### src/rtl/crbus_pkg.sv
package crbus_pkg;

  // strobe vector bit order: 0 capture-address, 1 capture-data, 2 write, 3 read
  localparam int unsigned STB_N = 4;

  typedef enum logic [2:0] {K_NONE, K_ADDR, K_DATA, K_WR, K_RD} stb_kind_e;
  typedef enum logic [1:0] {S_IDLE, S_WAIT, S_HOLD} seq_st_e;

  // fixed priority among strobes that rose on the same edge
  function automatic stb_kind_e pick_kind(input logic [STB_N-1:0] rise);
    if (rise[0])      return K_ADDR;
    else if (rise[1]) return K_DATA;
    else if (rise[2]) return K_WR;
    else if (rise[3]) return K_RD;
    else              return K_NONE;
  endfunction

  // current level of the strobe that belongs to a served access
  function automatic logic strobe_level(input stb_kind_e k, input logic [STB_N-1:0] lvl);
    case (k)
      K_ADDR:  return lvl[0];
      K_DATA:  return lvl[1];
      K_WR:    return lvl[2];
      K_RD:    return lvl[3];
      default: return 1'b0;
    endcase
  endfunction

  // an address is implemented when it is below the bank depth
  function automatic logic addr_in_range(input logic [15:0] a, input int unsigned depth);
    return {16'd0, a} < depth;
  endfunction

endpackage

### src/rtl/crbus_edge_pick.sv
module crbus_edge_pick
  import crbus_pkg::*;
(
  input  logic             clk,
  input  logic             rst_n,
  input  logic [STB_N-1:0] lvl,
  input  logic             accept_en,
  output logic [STB_N-1:0] rise,
  output stb_kind_e        kind,
  output logic             fire
);

  logic [STB_N-1:0] prev_q;

  always_ff @(posedge clk or negedge rst_n) begin
    if (!rst_n) prev_q <= '0;
    else        prev_q <= lvl;
  end

  assign rise = lvl & ~prev_q;
  assign kind = pick_kind(rise);
  assign fire = accept_en && (kind != K_NONE);

endmodule

### src/rtl/crbus_ack_seq.sv
module crbus_ack_seq
  import crbus_pkg::*;
#(
  parameter int unsigned ACK_DLY = 2
) (
  input  logic             clk,
  input  logic             rst_n,
  input  logic             fire,
  input  stb_kind_e        kind,
  input  logic [STB_N-1:0] lvl,
  output logic             ack,
  output logic             idle,
  output logic             served_lvl
);

  localparam int unsigned CW = $clog2(ACK_DLY + 1) + 1;
  localparam logic [CW-1:0] LAST = (ACK_DLY == 0) ? '0 : CW'(ACK_DLY - 1);

  seq_st_e   st_q;
  stb_kind_e served_q;
  logic [CW-1:0] cnt_q;

  assign served_lvl = strobe_level(served_q, lvl);
  assign idle       = (st_q == S_IDLE);

  always_ff @(posedge clk or negedge rst_n) begin
    if (!rst_n) begin
      st_q     <= S_IDLE;
      served_q <= K_NONE;
      cnt_q    <= '0;
      ack      <= 1'b0;
    end else begin
      case (st_q)
        S_IDLE: begin
          if (fire) begin
            served_q <= kind;
            cnt_q    <= '0;
            if (ACK_DLY == 0) begin
              ack  <= 1'b1;
              st_q <= S_HOLD;
            end else begin
              st_q <= S_WAIT;
            end
          end
        end
        S_WAIT: begin
          if (cnt_q == LAST) begin
            ack  <= 1'b1;
            st_q <= S_HOLD;
          end else begin
            cnt_q <= cnt_q + 1'b1;
          end
        end
        S_HOLD: begin
          if (!served_lvl) begin
            ack      <= 1'b0;
            served_q <= K_NONE;
            st_q     <= S_IDLE;
          end
        end
        default: st_q <= S_IDLE;
      endcase
    end
  end

endmodule

### src/rtl/crbus_regbank.sv
module crbus_regbank
  import crbus_pkg::*;
#(
  parameter int unsigned DEPTH = 16,
  parameter int unsigned DW    = 16
) (
  input  logic          clk,
  input  logic          rst_n,
  input  logic          fire,
  input  stb_kind_e     kind,
  input  logic [15:0]   din,
  output logic [DW-1:0] dout,
  output logic [15:0]   held_addr,
  output logic [DW-1:0] held_data
);

  localparam int unsigned IW = (DEPTH > 1) ? $clog2(DEPTH) : 1;

  logic [DW-1:0] words [DEPTH];
  logic          in_rng;
  logic [IW-1:0] idx;
  logic          wr_hit;

  assign in_rng = addr_in_range(held_addr, DEPTH);
  assign idx    = held_addr[IW-1:0];
  assign wr_hit = fire && (kind == K_WR) && in_rng;

  always_ff @(posedge clk or negedge rst_n) begin
    if (!rst_n) begin
      held_addr <= '0;
      held_data <= '0;
      dout      <= '0;
    end else if (fire) begin
      case (kind)
        K_ADDR:  held_addr <= din;
        K_DATA:  held_data <= din[DW-1:0];
        K_RD:    dout      <= in_rng ? words[idx] : '0;
        default: ;
      endcase
    end
  end

  for (genvar g = 0; g < DEPTH; g++) begin : g_word
    logic [DW-1:0] word_q;
    always_ff @(posedge clk or negedge rst_n) begin
      if (!rst_n)                          word_q <= '0;
      else if (wr_hit && (idx == IW'(g)))  word_q <= held_data;
    end
    assign words[g] = word_q;
  end

endmodule

### src/rtl/crbus_responder.sv
module crbus_responder
  import crbus_pkg::*;
#(
  parameter int unsigned DEPTH   = 16,
  parameter int unsigned DW      = 16,
  parameter int unsigned ACK_DLY = 2
) (
  input  logic          clk,
  input  logic          rst_n,
  input  logic          cap_addr_i,
  input  logic          cap_data_i,
  input  logic          wr_i,
  input  logic          rd_i,
  input  logic [15:0]   din_i,
  output logic          ack_o,
  output logic [DW-1:0] dout_o
);

  logic [STB_N-1:0] stb_lvl;
  logic [STB_N-1:0] ev_rise;
  stb_kind_e        ev_kind;
  logic             ev_fire;
  logic             seq_idle;
  logic             served_lvl;
  logic [15:0]      held_addr;
  logic [DW-1:0]    held_data;

  assign stb_lvl = {rd_i, wr_i, cap_data_i, cap_addr_i};

  crbus_edge_pick u_edge (
    .clk       (clk),
    .rst_n     (rst_n),
    .lvl       (stb_lvl),
    .accept_en (seq_idle),
    .rise      (ev_rise),
    .kind      (ev_kind),
    .fire      (ev_fire)
  );

  crbus_ack_seq #(.ACK_DLY(ACK_DLY)) u_seq (
    .clk        (clk),
    .rst_n      (rst_n),
    .fire       (ev_fire),
    .kind       (ev_kind),
    .lvl        (stb_lvl),
    .ack        (ack_o),
    .idle       (seq_idle),
    .served_lvl (served_lvl)
  );

  crbus_regbank #(.DEPTH(DEPTH), .DW(DW)) u_bank (
    .clk       (clk),
    .rst_n     (rst_n),
    .fire      (ev_fire),
    .kind      (ev_kind),
    .din       (din_i),
    .dout      (dout_o),
    .held_addr (held_addr),
    .held_data (held_data)
  );

endmodule

### config.mk
export PLATFORM = sky130hd
export DESIGN_NAME = crbus_responder
export DESIGN_NICKNAME = d
export VERILOG_FILES = /design/src/rtl/crbus_pkg.sv /design/src/rtl/crbus_edge_pick.sv /design/src/rtl/crbus_ack_seq.sv /design/src/rtl/crbus_regbank.sv /design/src/rtl/crbus_responder.sv
export SDC_FILE = /design/constraint.sdc
export NUM_CORES = 1
export LEC_CHECK = 0
export ABC_CLOCK_PERIOD_IN_PS = 2500
export CORE_ASPECT_RATIO = 1.25
export CORE_MARGIN = 4
export CORE_UTILIZATION = 48
export DETAILED_ROUTE_END_ITERATION = 6
export GPL_ROUTABILITY_DRIVEN = 1
export GPL_TIMING_DRIVEN = 0
export SETUP_SLACK_MARGIN = 0.5
export SYNTH_ARGS = -nofsm -noshare
export SYNTH_HDL_FRONTEND = slang
export SYNTH_SLANG_ARGS = --single-unit
### constraint.sdc
create_clock -name clk -period 2.5 [get_ports clk]
set_clock_uncertainty 0.1 [all_clocks]
set_input_delay 0.375 -clock clk [delete_from_list [all_inputs] [get_ports clk]]
set_output_delay 0.375 -clock clk [all_outputs]
set_load 0.02 [all_outputs]
* Word level (Yosys, flattened, before mapping)
Cells that the tools add are included.
** Word-level totals
- Input port bits :: 22
- Register bits :: 317
- Word-level logic and storage cells :: 114
- Output and inout bits :: 17
** Cells by class
- Reductions and logical operators :: 32
- Order comparisons :: 2
- Equal/unequal tests :: 30
- Multiplexer cells :: 22
- Add/sub/neg operators :: 1
- Bitwise logic cells :: 3
** Operators with widths (number)
- binary-select mux 16 bit (select 4 bit) :: 1
- two-way mux 16 bit :: 3
- == test 4 bit, second input constant :: 8
- two-way mux 3 bit :: 8
- logical AND 1 bit :: 19
- == test 4 x 3 -> 1 bit, second input constant :: 4
- less-than comparator 16 x 5 -> 1 bit, second input constant :: 1
- == test 3 x 2 -> 1 bit, second input constant :: 4
- case mux 3 bit (2 select lines) :: 2
- AND reduction 3 bit :: 4
- == test 3 x 1 -> 1 bit, second input constant :: 3
- == test 4 x 2 -> 1 bit, second input constant :: 2
- == test 3 bit, second input constant :: 2
- two-way mux 2 bit :: 3
- case mux 2 bit (3 select lines) :: 1
- AND reduction 2 bit :: 3
- nonzero test 2 bit :: 3
- >= comparator 5 bit, second input constant :: 1
- NOT 4 -> 5 bit :: 1
- bitwise AND 4 bit :: 1
- == test 4 x 1 -> 1 bit, second input constant :: 1
- logical NOT 4 bit :: 1
- != test 2 x 1 -> 1 bit, second input constant :: 2
- != test 2 bit, second input constant :: 2
- 9 further kinds :: 10

* Depth between registers and ports, before layout
- Depth after elaboration :: 11
- Depth in mapped cells :: 7
- Gate-level depth less buffers :: 6

* By module
From an unflattened synthesis, not the netlist that was laid out.
** Unflattened totals
- Cells, all modules :: 952
- Area, all modules :: 14732.9 µm²
** Modules (own cells, without submodules)
- crbus_regbank :: area each 14017.2 µm², sequential area each 7607.3 µm², cells an instance 885, times used 1
- crbus_ack_seq :: area each 535.5 µm², sequential area each 225.2 µm², cells an instance 54, times used 1
- crbus_edge_pick :: area each 180.2 µm², sequential area each 100.1 µm², cells an instance 13, times used 1

* Worst setup path before layout
No wires, ideal clock.
- Path type :: reg2reg
- Start point :: reg u_bank.held_addr[8]
- End point :: reg u_bank.g_word[1].word_q[10]
- Arrival time :: 2096 ps
- Cell stages (with the launch flop) :: 6
- Data required time :: 2275 ps
- Library setup time :: 125 ps
- Period minus slack after synthesis :: 2321 ps
- Slack :: 179 ps
- Buffers on the path :: 1
- Cell sequence :: dfrtp_1 -> nor4_2 -> nand3_2 -> nor4_2 -> buf_4 -> mux2_2
** Between the ends
- Word-level cells in the longest chain between the ends :: 3
** Ends and longest elaborated chain
- from (decl) :: RTL line crbus_regbank.sv:13 : output logic [15:0] held_addr,
- from (signal assigned) :: RTL line crbus_regbank.sv:35 : K_ADDR: held_addr <= din;
- less-than comparator 16 x 5 -> 1 bit :: RTL line crbus_pkg.sv:31 : return {16'd0, a} < depth;
- logical AND 1 bit :: RTL line crbus_regbank.sv:26 : assign wr_hit = fire && (kind == K_WR) && in_rng;
- logical AND 1 bit :: RTL line crbus_regbank.sv:47 : else if (wr_hit && (idx == IW'(g))) word_q <= held_data;
- to (signal assigned) :: RTL line crbus_regbank.sv:47
- to (decl) :: RTL line crbus_regbank.sv:44 : logic [DW-1:0] word_q;
No other way between the ends.
A chain may end at the register's enable or synchronous reset.

* Worst setup path in the final report
- Start point :: reg u_bank.held_addr[5]
- End point :: reg u_bank.g_word[0].word_q[3]
** Between the ends
- Word-level cells in the longest chain between the ends :: 3
** Ends and longest elaborated chain (RTL line)
- less-than comparator 16 x 5 -> 1 bit :: crbus_pkg.sv:31
- logical AND 1 bit :: crbus_regbank.sv:26
- logical AND 1 bit :: crbus_regbank.sv:47
- to (signal assigned) :: crbus_regbank.sv:47
- to (decl) :: crbus_regbank.sv:44
No other way between the ends.

==> metrics list <==
- In this run the vertical extent of the chip is 201.7 um.
- Clock sink total: 317
- Post-synthesis sequential area ratio: 0.5508
- Largest net degree at the start of global routing: 114
- In this run the count of I/O pins placed on the die edge is 39.
* Post-synthesis cell type count: 44
- The run finished with clean final reports.
* Clock latency at the later pin of the worst-skew pair: 540 ps
* Internal Power: 10.70 mW
- At the pin with the least slew margin, the transition time is 744.4 ps.
- Routed Wire Length: 37.71 mm
- Total core area: 29,430 sq um
- Walking the worst path, the cells encountered are nor4_4, nand2_4, buf_12, nor4_4, buf_4, buf_4, mux2_2.
* Required time worst endpoint: 2810 ps
- Input/output buffers: 38
- Highest ir drop seen on vdd: 0.6857 mV
- Worst-case register-to-register setup slack: 240 ps
- For hold timing, the worst endpoint is u_edge.prev_q[3]$_DFF_PN0_.
* Met3 demand-to-capacity share in global routing: 0.04138
- Setup violations, final: 0
- Register-to-Register Path Depth: 7
- Of all nets on the critical path, the largest fanout is 10.
* Fin crit share: 0.9058
* Clock transition at the registers of the reported paths: 60 ps
- Top-area cell type share of the netlist area: 0.5508
* Hold crit path type: input port to flop
- Die outline width: 162.9 um
* Unrepaired setup endpoints after global routing: true
* Cell chosen for the clock root: sky130_fd_sc_hd__clkbuf_16
- Worst rel slew slack: 0.5037
* Category of the worst setup path launch point: flop
* CTS HTree Levels: 2
- In the post-synthesis netlist, the cell with the most instances is sky130_fd_sc_hd__dfrtp_1.
* Setup Crit Path Kind: flop to flop
* Clock tree from TritonCTS: yes
- Maximum Capacitance Violations: 0
* Routing usage on met2: 0.3861
* Number of CTS-inserted buffers: 36
- Family of cells with the greatest summed delay on the critical path: simple AND/OR/NAND/NOR gates
- The net count of the finished layout is 1,131.
* Number of nets produced by synthesis: 986
* Stage delay of the slowest cell on the critical path: 400 ps
* Starting density of the core: 0.4894
* Source of the worst register-to-register timing path: u_bank.held_addr[5]$_DFFE_PN0P_
* Highest achievable clock rate: 441.6 MHz
* Number of design-rule violations left by the first detailed-router iteration: 462
- Top cell types by occurrence after synthesis: sky130_fd_sc_hd__dfrtp_1 (317), sky130_fd_sc_hd__mux2_2 (291), sky130_fd_sc_hd__mux2i_1 (54)
* Number of standard cells after synthesis: 962
- Non-filler cells, final: 1,526
- Post-synthesis average cell area: 14.97 sq um
- Signed area change from the synthesized netlist to the final layout: 26.95%
* GRT busiest layer: met2
* Antenna violations before repair: 1
- Counting I/O delays and the setup requirement, the final critical path takes 2264 ps.
* Post-synth design cell area: 14,400 sq um
- Count of final hold-check violations: 0
- Of the cells placed in the final design, the portion with a size suffix greater than 1 is 0.4947.
- For the worst setup path, the data arrival time is 2570 ps.
- Total inserted antenna cells: 0
* Final Wtd Congestion: 0.7741
* Clock Tree Buf Depth: 3
- The slowest stage of the critical path is the sky130_fd_sc_hd__dfrtp_1 cell.
- Most used flip-flop cell after synthesis: sky130_fd_sc_hd__dfrtp_1
- Leading cell types by total area after synthesis: sky130_fd_sc_hd__dfrtp_1 (55%), sky130_fd_sc_hd__mux2_2 (23%), sky130_fd_sc_hd__mux4_2 (5.0%), sky130_fd_sc_hd__mux2i_1 (3.8%), sky130_fd_sc_hd__nor4_4 (1.5%)
- Sw Ratio: 0.3474
* Reg power frac: 0.370
- The detail route stage leaves a number of antenna-violating nets equal to 0.
* Number of synthesized flops with an enable pin: 0
- Counting flops and latches in the post-synthesis netlist gives 317.
* Element type at the critical path end: flop
* Portion of total power attributed to the clock network: 0.321
- In this run the power spent charging and discharging nets is 5.698 mW.
- Launch point of the worst hold path: rd_i
- Synth warn: 0
- The tightest hold path in the finished design has a slack of 240.8 ps.
- First-pass DRT Iterations: 5
- Top cell type by total area after synthesis: sky130_fd_sc_hd__dfrtp_1
* Met1 global-route usage: 0.3126
- Cell Rows: 70
- The die covers 32,860 sq um.
- GRT Residual Overflow: 0
* Placed Instances: 1,398
* Global-route usage over all layers: 0.2307
- Across all layers, the routed design uses 8,799 vias.
- WL per Instance: 24.71 um
* Logic gate share of total power: 0.309
- Counting instances, the worst hold path has a depth of 1.
- Vias/cell: 5.766
- The first global-routing pass estimated 57.81 mm of wire.
* Endpoint of the worst register-to-register path: u_bank.g_word[0].word_q[3]$_DFFE_PN0P_
- Counting flops with an async set or reset pin after synthesis yields a share of 1.000.
- Dividing total power by cell area gives a power density of 897.1 nW/um^2.
- After detailed routing, the number of remaining DRC violations is 0.
* Buffer and inverter count on the worst path: 3
- The analysis attributes to cell leakage a power of 8.885 nW.
- The final max-slew violation count is 0.
* Vias in the first global route: 9,315
- Half-perimeter wire length after placement: 23.95 mm
[kinds of logic (layout without fill, tap and decap cells)]
kind of cell / count (synthesis) / count (layout) / synth area share
fa+ha+maj: 2 / 2 / 0.001737
flops: 317 / 317 / 0.5508
compound gates: 77 / 77 / 0.04422
buf+inv: 66 / 234 / 0.02633
mux: 378 / 378 / 0.3159
xor+xnor: 1 / 1 / 0.0006083
simple gates: 121 / 121 / 0.06038
[through the flow]
step	area (sq um)	setup TNS, ps	utilization	power, mW	setup slack, ps
4_1_cts	17680	0	0.6007	16.07	218.0
3_3_place_gp	15320	-4346160	0.5206	10.14	-13240
3_5_place_dp	15380	-165500	0.5227	10.17	-792.2
2_1_floorplan	14450	0	-	8.465	179.2
6_report	18280	0	0.6213	16.40	235.6
5_1_grt	18280	0	0.6213	17.11	144.8
[layout make-up]
| type | count | area [sq um] |
|---|---|---|
| plain buffers | 65 | 686.9 |
| clock buffers | 50 | 1044 |
| clock inverters | 11 | 138.9 |
| fillers | 2306 | 11150 |
| inverters | 1 | 3.754 |
| multi-input cells | 579 | 6780 |
| flip-flops and latches | 317 | 7938 |
| well taps | 396 | 495.5 |
| repair buffers | 107 | 1196 |
[layer usage]
metal / vias to the layer above / routed length [um]
met4: 2 / 757
met2: 154 / 19130
li1: 3889 / -
met1: 4703 / 16490
met3: 51 / 1311
met5: - / 13
[registers in the layout, summed over array words and instances (netlist names)]
signal / cells
u_bank.g_word.word_q: 256
u_bank.dout: 16
u_bank.held_addr: 16
u_bank.held_data: 16
u_edge.prev_q: 4
u_seq.cnt_q: 3
u_seq.served_q: 3
u_seq.st_q: 2
u_seq.ack: 1
[cells in the final DEF, fill, tap and decap left out, types with 5 or more instances in the layout]
cell type / count
sky130_fd_sc_hd__a22o_1: 8
sky130_fd_sc_hd__a22oi_1: 11
sky130_fd_sc_hd__a22oi_2: 5
sky130_fd_sc_hd__a32o_1: 15
sky130_fd_sc_hd__buf_12: 13
sky130_fd_sc_hd__buf_4: 37
sky130_fd_sc_hd__buf_6: 34
sky130_fd_sc_hd__buf_8: 23
sky130_fd_sc_hd__clkbuf_1: 21
sky130_fd_sc_hd__clkbuf_16: 36
sky130_fd_sc_hd__clkbuf_8: 10
sky130_fd_sc_hd__clkdlybuf4s50_1: 22
sky130_fd_sc_hd__clkinv_2: 5
sky130_fd_sc_hd__dfrtp_1: 313
sky130_fd_sc_hd__dlymetal6s2s_1: 15
sky130_fd_sc_hd__mux2_2: 199
sky130_fd_sc_hd__mux2_4: 92
sky130_fd_sc_hd__mux2i_1: 54
sky130_fd_sc_hd__mux4_2: 32
sky130_fd_sc_hd__nand2_1: 18
sky130_fd_sc_hd__nand2b_1: 21
sky130_fd_sc_hd__nand3_1: 8
sky130_fd_sc_hd__nor2_1: 7
sky130_fd_sc_hd__nor2b_1: 13
sky130_fd_sc_hd__nor4_4: 19
sky130_fd_sc_hd__o211a_1: 8
sky130_fd_sc_hd__o21ai_0: 5
[worst max path at each step]
stage / to / startpoint / cells past startpoint / slack, ps
after global placement: u_seq.cnt_q[1]$_DFFE_PN0P_ / rst_n / 1 / -13240
after floorplan: u_bank.g_word[1].word_q[10]$_DFFE_PN0P_ / u_bank.held_addr[8]$_DFFE_PN0P_ / 5 / 180
after detailed placement: u_bank.g_word[3].word_q[0]$_DFFE_PN0P_ / wr_i / 7 / -790
final: u_bank.g_word[0].word_q[3]$_DFFE_PN0P_ / u_bank.held_addr[5]$_DFFE_PN0P_ / 7 / 240
after global routing: u_bank.g_word[2].word_q[14]$_DFFE_PN0P_ / u_bank.held_addr[5]$_DFFE_PN0P_ / 7 / 140
after CTS: u_bank.g_word[3].word_q[15]$_DFFE_PN0P_ / u_bank.held_addr[4]$_DFFE_PN0P_ / 6 / 220
[power by group through the flow]
stage | sequential, mW | combinational, mW | clock, mW
3_3_place_gp | 6.04 | 4.10 | 0
5_1_grt | 6.14 | 5.38 | 5.60
3_5_place_dp | 6.04 | 4.13 | 0
2_1_floorplan | 5.86 | 2.61 | 0
6_report | 6.06 | 5.07 | 5.27
4_1_cts | 6.02 | 4.68 | 5.37
[what timing repair did]
action	4_1_cts	5_1_grt
gates resized for setup	185	146
endpoints found under the hold margin	92	0
hold buffers	1	0
gates cloned	13	1
buffers inserted	42	10
setup endpoints to repair	304	313
pin swaps	22	5
Note: power is estimated with default switching activity, not from simulation.
